File: config.mk
export PLATFORM = sky130hd
export DESIGN_NAME = flash_rd_page_cache
export DESIGN_NICKNAME = d
export VERILOG_FILES = /design/src/rtl/frpc_pkg.sv /design/src/rtl/frpc_ctrl.sv /design/src/rtl/frpc_dpath.sv /design/src/rtl/flash_rd_page_cache.sv
export SDC_FILE = /design/constraint.sdc
export NUM_CORES = 1
export LEC_CHECK = 0
export CORE_MARGIN = 10
export CORE_UTILIZATION = 60
export CTS_CLUSTER_DIAMETER = 120
export DETAILED_ROUTE_END_ITERATION = 12
export GPL_TIMING_DRIVEN = 1
export HOLD_SLACK_MARGIN = 0.12
export PLACE_DENSITY = 0.85
export REMOVE_ABC_BUFFERS = 1
export SYNTH_ARGS = -nofsm -noshare
export SYNTH_HDL_FRONTEND = slang
export SYNTH_SLANG_ARGS = --single-unit
File: constraint.sdc
create_clock -name clk -period 57.8 [get_ports clk]
set_input_delay 11.56 -clock clk [delete_from_list [all_inputs] [get_ports clk]]
set_output_delay 11.56 -clock clk [all_outputs]
set_load 0.02 [all_outputs]
File: src/rtl/frpc_pkg.sv
package frpc_pkg;
  localparam int ADDR_W      = 32;
  localparam int PAGE_BYTES  = 32;
  localparam int PAGE_WORDS  = PAGE_BYTES / 4;
  localparam int WORD_SEL_W  = $clog2(PAGE_WORDS);
  localparam int PAGE_BITS   = PAGE_BYTES * 8;
  localparam int PAGE_LSB    = $clog2(PAGE_BYTES);
  localparam int TAG_MSB     = 21;
  localparam int TAG_W       = TAG_MSB - PAGE_LSB + 1;
  localparam int SECT_BIT    = 14;
  localparam int NUM_SECT    = 2;
  localparam int BLOCKS_HI   = 6;

  typedef struct packed {
    logic capture;   // latch request, start a fetch
    logic invalSec;  // drop the buffer of the current section
    logic fill;      // write fetched page into the latched section
    logic invalAll;  // drop both buffers
    logic selArr;    // return data from the array port
  } strobe_t;

  typedef enum logic {ST_IDLE, ST_FILL} state_e;
endpackage

File: src/rtl/frpc_ctrl.sv
module frpc_ctrl
  import frpc_pkg::*;
(
  input  logic    clk,
  input  logic    rstN,
  input  logic    busReq,
  input  logic    decErr,
  input  logic    hit,
  input  logic    progWrStb,
  input  logic    eraseIlkStb,
  input  logic    hvEnable,
  input  logic    seqEnable,
  input  logic    irqEnable,
  output logic    busRdy,
  output logic    busErr,
  output logic    arrReq,
  output strobe_t strb
);
  state_e state, stateNext;
  logic hvQ, seqQ, irqQ;
  logic ctlEvent;

  always_ff @(posedge clk) begin
    if (!rstN) begin
      state <= ST_IDLE;
      hvQ   <= 1'b0;
      seqQ  <= 1'b0;
      irqQ  <= 1'b0;
    end else begin
      state <= stateNext;
      hvQ   <= hvEnable;
      seqQ  <= seqEnable;
      irqQ  <= irqEnable;
    end
  end

  assign ctlEvent = progWrStb | eraseIlkStb | (hvEnable & ~hvQ)
                  | (~seqEnable & seqQ) | (irqEnable ^ irqQ);

  always_comb begin
    stateNext     = state;
    busRdy        = 1'b0;
    busErr        = 1'b0;
    arrReq        = 1'b0;
    strb          = '0;
    strb.invalAll = ctlEvent;
    case (state)
      ST_IDLE: begin
        if (busReq) begin
          if (decErr) begin
            busRdy = 1'b1;
            busErr = 1'b1;
          end else if (hit) begin
            busRdy = 1'b1;
          end else begin
            arrReq        = 1'b1;
            strb.capture  = 1'b1;
            strb.invalSec = 1'b1;
            stateNext     = ST_FILL;
          end
        end
      end
      ST_FILL: begin
        busRdy      = 1'b1;
        strb.fill   = 1'b1;
        strb.selArr = 1'b1;
        stateNext   = ST_IDLE;
      end
      default: stateNext = ST_IDLE;
    endcase
  end


  miss_two_clk_chk: assert property (@(posedge clk) disable iff (!rstN)
    arrReq |=> (busRdy && !busErr && !arrReq));

  rdy_no_fetch_chk: assert property (@(posedge clk) disable iff (!rstN)
    busRdy |-> !arrReq);

  err_is_final_chk: assert property (@(posedge clk) disable iff (!rstN)
    busErr |-> (busRdy && !arrReq));
endmodule

File: src/rtl/frpc_dpath.sv
module frpc_dpath
  import frpc_pkg::*;
#(
  parameter logic [2:0] MAP_SLOT = 3'd0
) (
  input  logic                 clk,
  input  logic                 rstN,
  input  logic [ADDR_W-1:0]    busAddr,
  input  logic [1:0]           busSize,
  input  strobe_t              strb,
  input  logic [PAGE_BITS-1:0] arrPageData,
  output logic                 decErr,
  output logic                 hit,
  output logic [31:0]          busData,
  output logic [TAG_W-1:0]     arrPageAddr
);
  logic [TAG_MSB:0]      reqAddrQ;
  logic [1:0]            reqSizeQ;
  logic [NUM_SECT-1:0]   validQ;
  logic [TAG_W-1:0]      tagQ  [NUM_SECT];
  logic [PAGE_BITS-1:0]  dataQ [NUM_SECT];

  logic                  curSec, fillSec;
  logic [TAG_W-1:0]      curTag, fillTag;
  logic [3:0]            modCode;
  logic [2:0]            blkCode;

  assign curSec      = busAddr[SECT_BIT];
  assign curTag      = busAddr[TAG_MSB:PAGE_LSB];
  assign fillSec     = reqAddrQ[SECT_BIT];
  assign fillTag     = reqAddrQ[TAG_MSB:PAGE_LSB];
  assign arrPageAddr = curTag;
  assign modCode     = busAddr[21:18];
  assign blkCode     = busAddr[17:15];

  always_comb begin
    decErr = 1'b0;
    if (busAddr[ADDR_W-1:25] != '0)                 decErr = 1'b1;
    if (busAddr[24:22] != MAP_SLOT)                 decErr = 1'b1;
    if (modCode > 4'd1)                             decErr = 1'b1;
    if (modCode == 4'd1 && int'(blkCode) >= BLOCKS_HI) decErr = 1'b1;
  end

  always_ff @(posedge clk) begin
    if (!rstN) begin
      reqAddrQ <= '0;
      reqSizeQ <= '0;
    end else if (strb.capture) begin
      reqAddrQ <= busAddr[TAG_MSB:0];
      reqSizeQ <= busSize;
    end
  end

  for (genvar i = 0; i < NUM_SECT; i++) begin : g_entry
    always_ff @(posedge clk) begin
      if (!rstN) begin
        validQ[i] <= 1'b0;
        tagQ[i]   <= '0;
        dataQ[i]  <= '0;
      end else begin
        if (strb.invalAll)
          validQ[i] <= 1'b0;
        else if (strb.fill && (int'(fillSec) == i))
          validQ[i] <= 1'b1;
        else if (strb.invalSec && (int'(curSec) == i))
          validQ[i] <= 1'b0;
        if (strb.fill && (int'(fillSec) == i)) begin
          tagQ[i]  <= fillTag;
          dataQ[i] <= arrPageData;
        end
      end
    end
  end

  assign hit = validQ[curSec] && (tagQ[curSec] == curTag);

  function automatic logic [31:0] pickLanes(logic [31:0] w, logic [1:0] off,
                                            logic [1:0] sz);
    logic [4:0] sh;
    case (sz)
      2'b00: begin
        sh = {~off, 3'b000};
        return w & (32'h0000_00FF << sh);
      end
      2'b01: begin
        sh = {~off[1], 4'b0000};
        return w & (32'h0000_FFFF << sh);
      end
      default: return w;
    endcase
  endfunction

  logic [PAGE_BITS-1:0]  srcPage;
  logic [WORD_SEL_W-1:0] wordSel;
  logic [1:0]            laneOff, laneSz;
  logic [31:0]           srcWord;

  always_comb begin
    srcPage = strb.selArr ? arrPageData      : dataQ[curSec];
    wordSel = strb.selArr ? reqAddrQ[4:2]    : busAddr[4:2];
    laneOff = strb.selArr ? reqAddrQ[1:0]    : busAddr[1:0];
    laneSz  = strb.selArr ? reqSizeQ         : busSize;
    srcWord = srcPage[{~wordSel, 5'b00000} +: 32];
    busData = (strb.selArr || (hit && !decErr)) ? pickLanes(srcWord, laneOff, laneSz)
                                                : 32'h0;
  end


  inval_all_chk: assert property (@(posedge clk) disable iff (!rstN)
    strb.invalAll |=> (validQ == '0));

  fill_tag_chk: assert property (@(posedge clk) disable iff (!rstN)
    (strb.fill && !strb.invalAll) |=>
      (validQ[reqAddrQ[SECT_BIT]] && tagQ[reqAddrQ[SECT_BIT]] == reqAddrQ[TAG_MSB:PAGE_LSB]));

  keep_state_chk: assert property (@(posedge clk) disable iff (!rstN)
    (!strb.capture && !strb.fill && !strb.invalAll) |=> $stable(validQ));

  one_sect_drop_chk: assert property (@(posedge clk) disable iff (!rstN)
    (strb.invalSec && !strb.invalAll && validQ[~busAddr[SECT_BIT]]) |=>
      validQ[~$past(busAddr[SECT_BIT])]);
endmodule

File: src/rtl/flash_rd_page_cache.sv
module flash_rd_page_cache
  import frpc_pkg::*;
#(
  parameter logic [2:0] MAP_SLOT = 3'd0
) (
  input  logic                 clk,
  input  logic                 rstN,
  input  logic                 busReq,
  input  logic [ADDR_W-1:0]    busAddr,
  input  logic [1:0]           busSize,
  output logic                 busRdy,
  output logic                 busErr,
  output logic [31:0]          busData,
  output logic                 arrReq,
  output logic [TAG_W-1:0]     arrPageAddr,
  input  logic [PAGE_BITS-1:0] arrPageData,
  input  logic                 progWrStb,
  input  logic                 eraseIlkStb,
  input  logic                 hvEnable,
  input  logic                 seqEnable,
  input  logic                 irqEnable
);
  strobe_t strb;
  logic    decErr, hit;

  frpc_ctrl u_ctrl (
    .clk         (clk),
    .rstN        (rstN),
    .busReq      (busReq),
    .decErr      (decErr),
    .hit         (hit),
    .progWrStb   (progWrStb),
    .eraseIlkStb (eraseIlkStb),
    .hvEnable    (hvEnable),
    .seqEnable   (seqEnable),
    .irqEnable   (irqEnable),
    .busRdy      (busRdy),
    .busErr      (busErr),
    .arrReq      (arrReq),
    .strb        (strb)
  );

  frpc_dpath #(.MAP_SLOT(MAP_SLOT)) u_dpath (
    .clk         (clk),
    .rstN        (rstN),
    .busAddr     (busAddr),
    .busSize     (busSize),
    .strb        (strb),
    .arrPageData (arrPageData),
    .decErr      (decErr),
    .hit         (hit),
    .busData     (busData),
    .arrPageAddr (arrPageAddr)
  );
endmodule

==> results of run 1 <==
[worst register-to-register path, delay by kind of cell, from the launching register on]
kind | cells | cell delay [ps]
buffers and inverters | 3 | 2760
AND/OR/NAND/NOR | 2 | 1320
flip-flops | 1 | 810
[worst min path at each step]
stage                                                 start                           endpoint  slack (ps)
final                     u_dpath.reqAddrQ[20]$_SDFFE_PN0N_  u_dpath.reqAddrQ[20]$_SDFFE_PN0N_         490
after global routing      u_dpath.reqAddrQ[21]$_SDFFE_PN0N_  u_dpath.reqAddrQ[21]$_SDFFE_PN0N_         510
after CTS                 u_dpath.reqAddrQ[21]$_SDFFE_PN0N_  u_dpath.reqAddrQ[21]$_SDFFE_PN0N_         500
after detailed placement  u_dpath.reqAddrQ[21]$_SDFFE_PN0N_  u_dpath.reqAddrQ[21]$_SDFFE_PN0N_         490
after floorplan           u_dpath.reqAddrQ[19]$_SDFFE_PN0N_  u_dpath.reqAddrQ[19]$_SDFFE_PN0N_         460
after global placement    u_dpath.reqAddrQ[21]$_SDFFE_PN0N_  u_dpath.reqAddrQ[21]$_SDFFE_PN0N_         470
[layer usage]
| layer | GRT usage (%) | share of wire, % | routed length (um) | up-vias |
|---|---|---|---|---|
| met5 | 0 | 0.053 | 41 | - |
| met4 | 10.09 | 2.9 | 2222 | 6 |
| met3 | 6.247 | 9.2 | 7020 | 151 |
| met2 | 43.30 | 49 | 37910 | 943 |
| met1 | 33.76 | 38 | 29520 | 9726 |
| li1 | - | - | - | 8832 |
[per-stage QoR]
stage	cell area, um2	hold WS, ps
2_1_floorplan	27880	458.1
3_3_place_gp	32510	474.3
3_5_place_dp	32510	487.3
4_1_cts	34380	495.3
5_1_grt	34400	510.0
6_report	34420	493.7
[cell type report]
class | instances | area, um2 | share of cell area, %
inverters | 14 | 55.05 | 0.1600
multi-input cells | 1459 | 10930 | 31.77
diodes | 13 | 32.53 | 0.09452
repair buffers | 381 | 3751 | 10.90
clock buffers | 69 | 1556 | 4.523
clock inverters | 40 | 316.6 | 0.9198
flip-flops and latches | 576 | 17000 | 49.40
well taps | 615 | 769.5 | 2.236
[cell usage in the layout (no fill, tap or decap), types with 54 or more instances in the layout]
cell type,instances
nand2_1,120
and2_1,546
a21oi_1,61
mux2i_1,145
mux2_2,72
mux4_2,62
edfxtp_1,546
clkbuf_16,61
nor2_1,54
o211ai_1,124
clkdlybuf4s50_1,348
[flip-flops by register name, summed over array words and instances, names as in the netlist]
signal,flops
u_dpath.reqSizeQ,2
u_dpath.dataQ,512
u_ctrl.irqQ,1
u_ctrl.seqQ,1
u_ctrl.hvQ,1
u_dpath.validQ,2
u_dpath.reqAddrQ,22
u_ctrl.state,1
u_dpath.tagQ,34
[report_power, final]
| part | internal, mW | leakage, nW | total (mW) | switching [mW] |
|---|---|---|---|---|
| clock network | 0.213 | 0.910 | 0.373 | 0.159 |
| logic | 0.0404 | 6.11 | 0.0844 | 0.0440 |
| registers | 0.468 | 5.90 | 0.472 | 0.00369 |
| total | 0.722 | 12.9 | 0.929 | 0.207 |
[cells by family (layout without fill, tap and decap cells)]
group                  after synthesis  in the layout
buffers and inverters              216            504
AND/OR/NAND/NOR                    813            813
AO/OA/AOI/OAI                      345            345
XOR/XNOR                            14             14
other                                1             14
flip-flops                         576            576
multiplexers                       286            286
==> metrics.txt, run 1 <==
type of the tightest min-delay check flip-flop to flip-flop; fin cells 3167; Critical Path Max Stage Delay 850 ps; CP endpoint kind output port; share of the synthesized area in the top cell type 56.95%; clk buf depth 3; Post-Synthesis Cells 2251; Worst-Margin Slew 1223 ps; largest cells by area after synthesis edfxtp_1 (57%), and2_1 (12%), mux2i_1 (5.1%); Setup CP Type primary input to output port; layout cell share with drive strength beyond 1 10.63%; syn avg cell area 12.79 um2; DR vias 19660; largest family of logic cells by synthesized area simple AND/OR/NAND/NOR gates; Worst-Skew Late Latency 610 ps; Synth Area in Adders 0%; Seq/Total Area, Yosys 59.04%; Core Area 0.04755 mm2; Core Util, Final 72.38%; max_cap viols 0; ANT nets after route 0; RSZ-0062 raised after global routing false; dpl hpwl 45.92 mm; TNS Setup 0 ps; worst-path cell chain buf_8 -> mux2i_1 -> o22ai_1 -> or4_4 -> nor4_4 -> buf_4 -> nand4_1 -> a22oi_1 -> clkdlybuf4s50_1; yosys warns 0; Die Area 0.05714 mm2; Critical-path top delay cell nand4_1; H-Tree Level Count 2; Worst EP required 46240 ps; Final Wtd Congestion 0.8129; CTS root buf clkbuf_16; Top FF cell, synth edfxtp_1; CP max FO 85; Hold Buf Count CTS 0; crit path from busAddr[14]; DP Worst Slack 30370 ps; Final period util 47.57%; Distinct cells, synth 47; Synth Cell Area 0.02879 mm2; WL/cell 24.22 um; largest net degree at the start of global routing 136; Setup Skew 12.32 ps; fmax 36.37 MHz; critical path depth in cells 9; # resized after CTS 0; GRT overflow 0; Synth Area in Compound Gates 8.083%; Buf/Inv on CP 3; DR DRC count 0; Ports 350; crit path to busData[14]; synthesized flop and latch total 576; Fillers 3059; Initial Util 60.55%; Pre-Repair DR Iteration Count 6; num rows 80; Port Buffers 349; Die Y 239.1 um; Hold Fails Final Rpt 0; FF-to-FF End u_dpath.dataQ[1][123]$_SDFFCE_PN0P_; Slew headroom 18.46%; Routed WL 76.71 mm; clock sinks 576; fraction of synthesis flops using an asynchronous set or reset pin 0%; number of flops mapped to enable cells by yosys 546; nets@finish 2788; overall global routing resource usage 26.48%; first-pass GRT wire length 117.7 mm; Synth Area in XOR/XNOR 0.4259%; Register-to-Register Path Depth 5; Setup Fix Bufs, Post-CTS 0; CP Launch Type primary input; clk slew on worst S/H paths 60 ps; FF-to-FF setup slack 52520 ps; post-synth top area cell edfxtp_1; Power Dens Cells 26.99 mW/mm2; CP delay by family, top simple AND/OR/NAND/NOR gates; post-synthesis mux area share 12.97%; min cycle time layout 27490 ps; Final Max Tran Viols 0; Placed Cells 3045; Total Power 928.9 uW; post-synthesis simple-gate area fraction 16.13%; Critical Path AT 15930 ps; CTS tree yes; cts bufs inserted 58; area delta synth->final 19.54%; worst hold path cell count 1; synth cell count leaders and2_1 (546), edfxtp_1 (546), mux2i_1 (147); Lkg Pwr 12.92 nW; reg2reg start u_ctrl.state$_SDFF_PN0_; Vias/cell 6.207; Die W 239.1 um; DRT iter0 DRCs 2384; Peak supply drop 0.02103 mV; setup violators final 0; status finished clean; setup ws final 30310 ps; vias in the first global route 20460; initial antenna violation count 13
(Power assumes the default switching activity.)
==> run 2: changes to the inputs <==
CORE_UTILIZATION = 56   (was 60)
PLACE_DENSITY = 0.8   (was 0.85)
clock period = 28.2 ns   (was 57.8 ns; I/O delays follow)
==> run 2 against run 1 <==
The run now ends with max-slew violations left. Worst hold slack got worse by 2.1 ps. Largest power group unchanged. Core utilization decreased by 4.8 points. Critical path type unchanged. Combinational power is 100% higher. Via count down 0.17%.
==> metrics.txt, run 2 (synthesized netlist as in run 1, its figures left out) <==
status complete, but fails checks (was finished clean); failing checks max-slew violations; Setup CP Type primary input to output port (unchanged); overall global routing resource usage 24.81% (was 26.48%); Hold Buf Count CTS 0 (unchanged); CTS tree yes (unchanged); Final Wtd Congestion 0.8102 (was 0.8129); largest net degree at the start of global routing 272 (was 136); GRT overflow 0 (unchanged); setup ws final 11940 ps (was 30310 ps); cts bufs inserted 58 (unchanged); nets@finish 2787 (was 2788); Min Hold Slack 491.6 ps (was 493.7 ps); CP max FO 71 (was 85); Core Area 0.05109 mm2 (was 0.04755 mm2); Power Dens Cells 55.40 mW/mm2 (was 26.99 mW/mm2); Setup Skew 23.52 ps (was 12.32 ps); max reg flops 512 (unchanged); CP Launch Type primary input (unchanged); Initial Util 56.35% (was 60.55%); Final period util 57.67%; Lkg Pwr 12.94 nW (was 12.92 nW); DR DRC count 0 (unchanged); largest register by flop count u_dpath.dataQ (unchanged); vias in the first global route 20240 (was 20460); DP Worst Slack 12040 ps (was 30370 ps); WL/cell 23.85 um (was 24.22 um); Die Y 246.7 um (was 239.1 um); Peak supply drop 0.04728 mV (was 0.02103 mV); num rows 83 (was 80); first-pass GRT wire length 118.0 mm (was 117.7 mm); Routed WL 76.88 mm (was 76.71 mm); DR vias 19620 (was 19660); largest registers u_dpath.dataQ: 512 flops, u_dpath.tagQ: 34 flops, u_dpath.reqAddrQ: 22 flops (unchanged); Worst-Skew Late Latency 620 ps (was 610 ps); Worst-Margin Slew 1581 ps (was 1223 ps); RSZ-0062 raised after global routing false (unchanged); max_cap viols 0 (unchanged); Slew headroom -5.367% (was 18.46%); most frequent cells in the layout and2_1 (546), edfxtp_1 (546), clkdlybuf4s50_1 (348) (unchanged); CP endpoint kind output port (unchanged); min cycle time layout 16260 ps; Ports 350 (unchanged); TNS Setup 0 ps (unchanged); dpl hpwl 45.34 mm (was 45.92 mm); # resized after CTS 0 (unchanged); layout cell share with drive strength beyond 1 10.68% (was 10.63%); fmax 61.49 MHz; initial antenna violation count 13 (unchanged); area delta synth->final 19.93% (was 19.54%); Die Area 0.06088 mm2 (was 0.05714 mm2); clock sinks 576 (unchanged); Die W 246.7 um (was 239.1 um); clk buf depth 3 (unchanged); H-Tree Level Count 2 (unchanged); Total Power 1.913 mW (was 928.9 uW); Setup Fix Bufs, Post-CTS 0 (unchanged); DRT iter0 DRCs 1925 (was 2384); type of the tightest min-delay check flip-flop to flip-flop (unchanged); Port Buffers 349 (unchanged); clk slew on worst S/H paths 60 ps (about the same); CTS root buf clkbuf_16 (unchanged); Hold Fails Final Rpt 0 (unchanged); Vias/cell 6.087 (was 6.207); Fillers 3672 (was 3059); Final Max Tran Viols 94 (was 0); Pre-Repair DR Iteration Count 6 (unchanged); ANT nets after route 0 (unchanged); Critical Path AT 10620 ps (was 15930 ps); Worst EP required 22560 ps (was 46240 ps); setup violators final 0 (unchanged)
==> run 2: changes by cell type in the layout (fill, tap and decap cells not counted), moves of 2 or more <==
| cell | previous run | this run |
|---|---|---|
| buf_4 | 31 | 29 |
| clkbuf_1 | 8 | 10 |
| clkbuf_8 | 0 | 8 |
| clkinv_1 | 18 | 13 |
| clkinv_2 | 13 | 9 |
| diode_2 | 13 | 7 |
==> run 2: worst paths after layout <==
path                            cells past startpoint                                   to                         startpoint  slack [ps]
worst max-delay path                                9                          busData[14]                        busAddr[14]       11940
worst min-delay path                                1    u_dpath.reqAddrQ[21]$_SDFFE_PN0N_  u_dpath.reqAddrQ[21]$_SDFFE_PN0N_         490
worst max register to register                      4  u_dpath.dataQ[0][239]$_SDFFCE_PN0P_            u_ctrl.state$_SDFF_PN0_       24350
worst min register to register                      1    u_dpath.reqAddrQ[21]$_SDFFE_PN0N_  u_dpath.reqAddrQ[21]$_SDFFE_PN0N_         490
==> run 2: power breakdown <==
part	total, mW	internal [mW]	leakage [nW]	switching [mW]
registers	0.967	0.960	5.90	0.00713
clock network	0.773	0.449	0.932	0.324
logic	0.173	0.0827	6.10	0.0904
==> run 2: layout make-up <==
class / count / area, um2 / area share, %
multi-input combinational: 1459 / 10930 / 31.67
inverter: 14 / 55.05 / 0.1594
tap: 680 / 850.8 / 2.464
timing repair buffer: 380 / 3756 / 10.88
clock buffer: 79 / 1674 / 4.849
clock inverter: 29 / 240.2 / 0.6958
antenna: 7 / 17.52 / 0.05073
sequential: 576 / 17000 / 49.24
==> run 2: stage by stage <==
stage	util, %	area (um2)	instances
finish	67.58	34530	3224
global route	67.57	34520	3222
CTS	67.54	34510	3217
detailed placement	63.80	32600	3109
global placement	63.80	32600	3109
floorplan	-	27880	2049
==> run 2: metal layers <==
| metal | part of all wire (%) | wire length, um | up-vias | track usage, % |
|---|---|---|---|---|
| li1 | - | - | 8804 | - |
| met1 | 40 | 30370 | 9732 | 32.69 |
| met2 | 49 | 37460 | 900 | 39.98 |
| met3 | 9.0 | 6894 | 176 | 5.913 |
| met4 | 2.7 | 2050 | 12 | 8.118 |
| met5 | 0.13 | 100 | - | 0 |
==> run 2: critical path, cell delays in order <==
cell and delay [ps]:
buf_8 470, buf_4 840, mux2i_1 310, xnor2_1 120, or4_4 570, nor4_4 340
nand4_1 930, a22oi_1 640, clkdlybuf4s50_1 690
==> run 3: changes to the inputs <==
clock period = 15.44 ns   (was 28.2 ns; I/O delays follow)
==> run 3 against run 2 <==
The flow now finishes without violations. Sequential power increased by 83%. Via count is 0.32% higher. Design area increased by 0.32%. Die area did not move. Clock-buffer cell count up 8. Critical path type unchanged. Critical endpoint unchanged. Largest power group unchanged.
==> metrics.txt, run 3 (synthesized netlist as in run 1, its figures left out) <==
Peak supply drop 0.07829 mV (was 0.04728 mV); placed cell areas 0.03260 mm2 (unchanged); DRT iter0 DRCs 1910 (was 1925); RSZ-0062 raised after global routing false (unchanged); fin cells 3229 (was 3224); Lkg Pwr 12.99 nW (was 12.94 nW); area delta synth->final 20.32% (was 19.93%); reg2reg start u_ctrl.state$_SDFF_PN0_ (unchanged); clock sinks 576 (unchanged); Final period util 71.66%; Port Buffers 349 (unchanged); Critical-path top delay cell nand4_1 (unchanged); ANT nets after route 0 (unchanged); # resized after CTS 0 (unchanged); Worst-Skew Late Latency 620 ps (about the same); first-pass GRT wire length 118.5 mm (was 118.0 mm); Final Max Tran Viols 0 (was 94); crit path from busAddr[14] (unchanged); Final Wtd Congestion 0.8089 (was 0.8102); Die Area 0.06088 mm2 (unchanged); Setup Fix Bufs, Post-CTS 0 (unchanged); min cycle time layout 11060 ps; Vias/cell 6.097 (was 6.087); type of the tightest min-delay check flip-flop to flip-flop (unchanged); initial antenna violation count 19 (was 13); Worst-Margin Slew 1277 ps (was 1581 ps); num rows 83 (unchanged); clk slew on worst S/H paths 60 ps (about the same); Power Dens Cells 102.7 mW/mm2 (was 55.40 mW/mm2); Die W 246.7 um (unchanged); H-Tree Level Count 2 (unchanged); dpl hpwl 45.70 mm (was 45.34 mm); CTS root buf clkbuf_16 (unchanged); TNS Setup 0 ps (unchanged); Total Power 3.558 mW (was 1.913 mW); most frequent cells in the layout and2_1 (546), edfxtp_1 (546), clkdlybuf4s50_1 (348) (unchanged); met2 Use GR 40.24% (was 39.98%); Setup Skew 13.54 ps (was 23.52 ps); Worst EP required 12350 ps (was 22560 ps); nets@finish 2787 (unchanged); gr busiest metal met2 (unchanged); max reg flops 512 (unchanged); DR DRC count 0 (unchanged); Die Y 246.7 um (unchanged); vias in the first global route 20370 (was 20240); Slew headroom 14.84% (was -5.367%); cts bufs inserted 58 (unchanged); GRT overflow 0 (unchanged); Critical Path Max Stage Delay 890 ps (was 930 ps); status finished clean (was complete, but fails checks); Ports 350 (unchanged); Setup CP Type primary input to output port (unchanged); CTS tree yes (unchanged); Fillers 3690 (was 3672); CP max FO 71 (unchanged); largest registers u_dpath.dataQ: 512 flops, u_dpath.tagQ: 34 flops, u_dpath.reqAddrQ: 22 flops (unchanged); hold_sp u_dpath.reqAddrQ[20]$_SDFFE_PN0N_ (was u_dpath.reqAddrQ[21]$_SDFFE_PN0N_); Hold Buf Count CTS 0 (unchanged); Routed WL 77.14 mm (was 76.88 mm); largest net degree at the start of global routing 272 (unchanged); clk buf depth 3 (unchanged); layout cell share with drive strength beyond 1 10.67% (was 10.68%); CP endpoint kind output port (unchanged); Core Area 0.05109 mm2 (unchanged); largest register by flop count u_dpath.dataQ (unchanged); fraction of met3 tracks used by global routing 6.064% (was 5.913%); max_cap viols 0 (unchanged); fmax 90.38 MHz; Initial Util 56.35% (unchanged); Placed Cells 3109 (unchanged); Finished Cell Area 0.03464 mm2 (was 0.03453 mm2); Pre-Repair DR Iteration Count 6 (unchanged); overall global routing resource usage 24.90% (was 24.81%); CP Launch Type primary input (unchanged); setup violators final 0 (unchanged); WL/cell 23.89 um (was 23.85 um); DR vias 19690 (was 19620); worst-path cell chain buf_8 -> buf_4 -> mux2i_1 -> xnor2_1 -> or4_4 -> nor4_4 -> nand4_1 -> a22oi_1 -> clkdlybuf4s50_1 (unchanged); Critical Path AT 7980 ps (was 10620 ps); M1 GR Usage 32.68% (was 32.69%); Hold Fails Final Rpt 0 (unchanged)
==> run 3: cell count changes in the layout (fill, tap and decap cells not counted), sizes merged <==
cell and change:
clkbuf +8, clkinv -5, clkinvlp -3, diode +3, bufinv +2
==> run 3: layer usage <==
layer	wire length, um	part of all wire, %
met5	90	0.12
met4	2105	2.7
met3	7051	9.1
met2	37630	49
met1	30270	39
==> run 3: final cells by class <==
cell class              instances  area [um2]  area share [%]
repair buffers                380        3756           10.84
clock inverters                23       259.0          0.7477
clock buffers                  87        1759           5.079
flip-flops and latches        576       17000           49.08
diodes                         10       25.02         0.07224
inverters                      14       55.05          0.1589
multi-input cells            1459       10930           31.57
well taps                     680       850.8           2.456
==> run 3: through the flow <==
stage / worst slack [ps] / utilization (%) / hold WS [ps]
after detailed placement: 4385 / 63.80 / 481.4
after global routing: 4167 / 67.78 / 514.9
final: 4376 / 67.80 / 502.1
after CTS: 4382 / 67.75 / 502.9
after global placement: 4386 / 63.80 / 472.3
after floorplan: -10320 / - / 458.1
==> run 3: worst paths after layout <==
path,endpoint,slack [ps],cells after the start
hold reg to reg,u_dpath.reqAddrQ[20]$_SDFFE_PN0N_,500,1
setup reg to reg,u_dpath.dataQ[0][27]$_SDFFCE_PN0P_,11000,4
setup / recovery,busData[14],4380,9
hold / removal,u_dpath.reqAddrQ[20]$_SDFFE_PN0N_,500,1
==> run 3: worst max-delay path, delay by kind of cell <==
kind | cells | cell delay (ps)
muxes | 1 | 310
and+or+nand+nor | 3 | 1800
AOI/OAI and AO/OA | 1 | 610
buffers and inverters | 3 | 2010
xor gates and xnor gates | 1 | 90
==> run 3: where the power goes <==
group	switching (mW)	internal [mW]	leakage (nW)
Combinational	0.166	0.151	6.10
Clock	0.590	0.885	0.988
Sequential	0.0131	1.75	5.90
Total	0.769	2.79	13.0
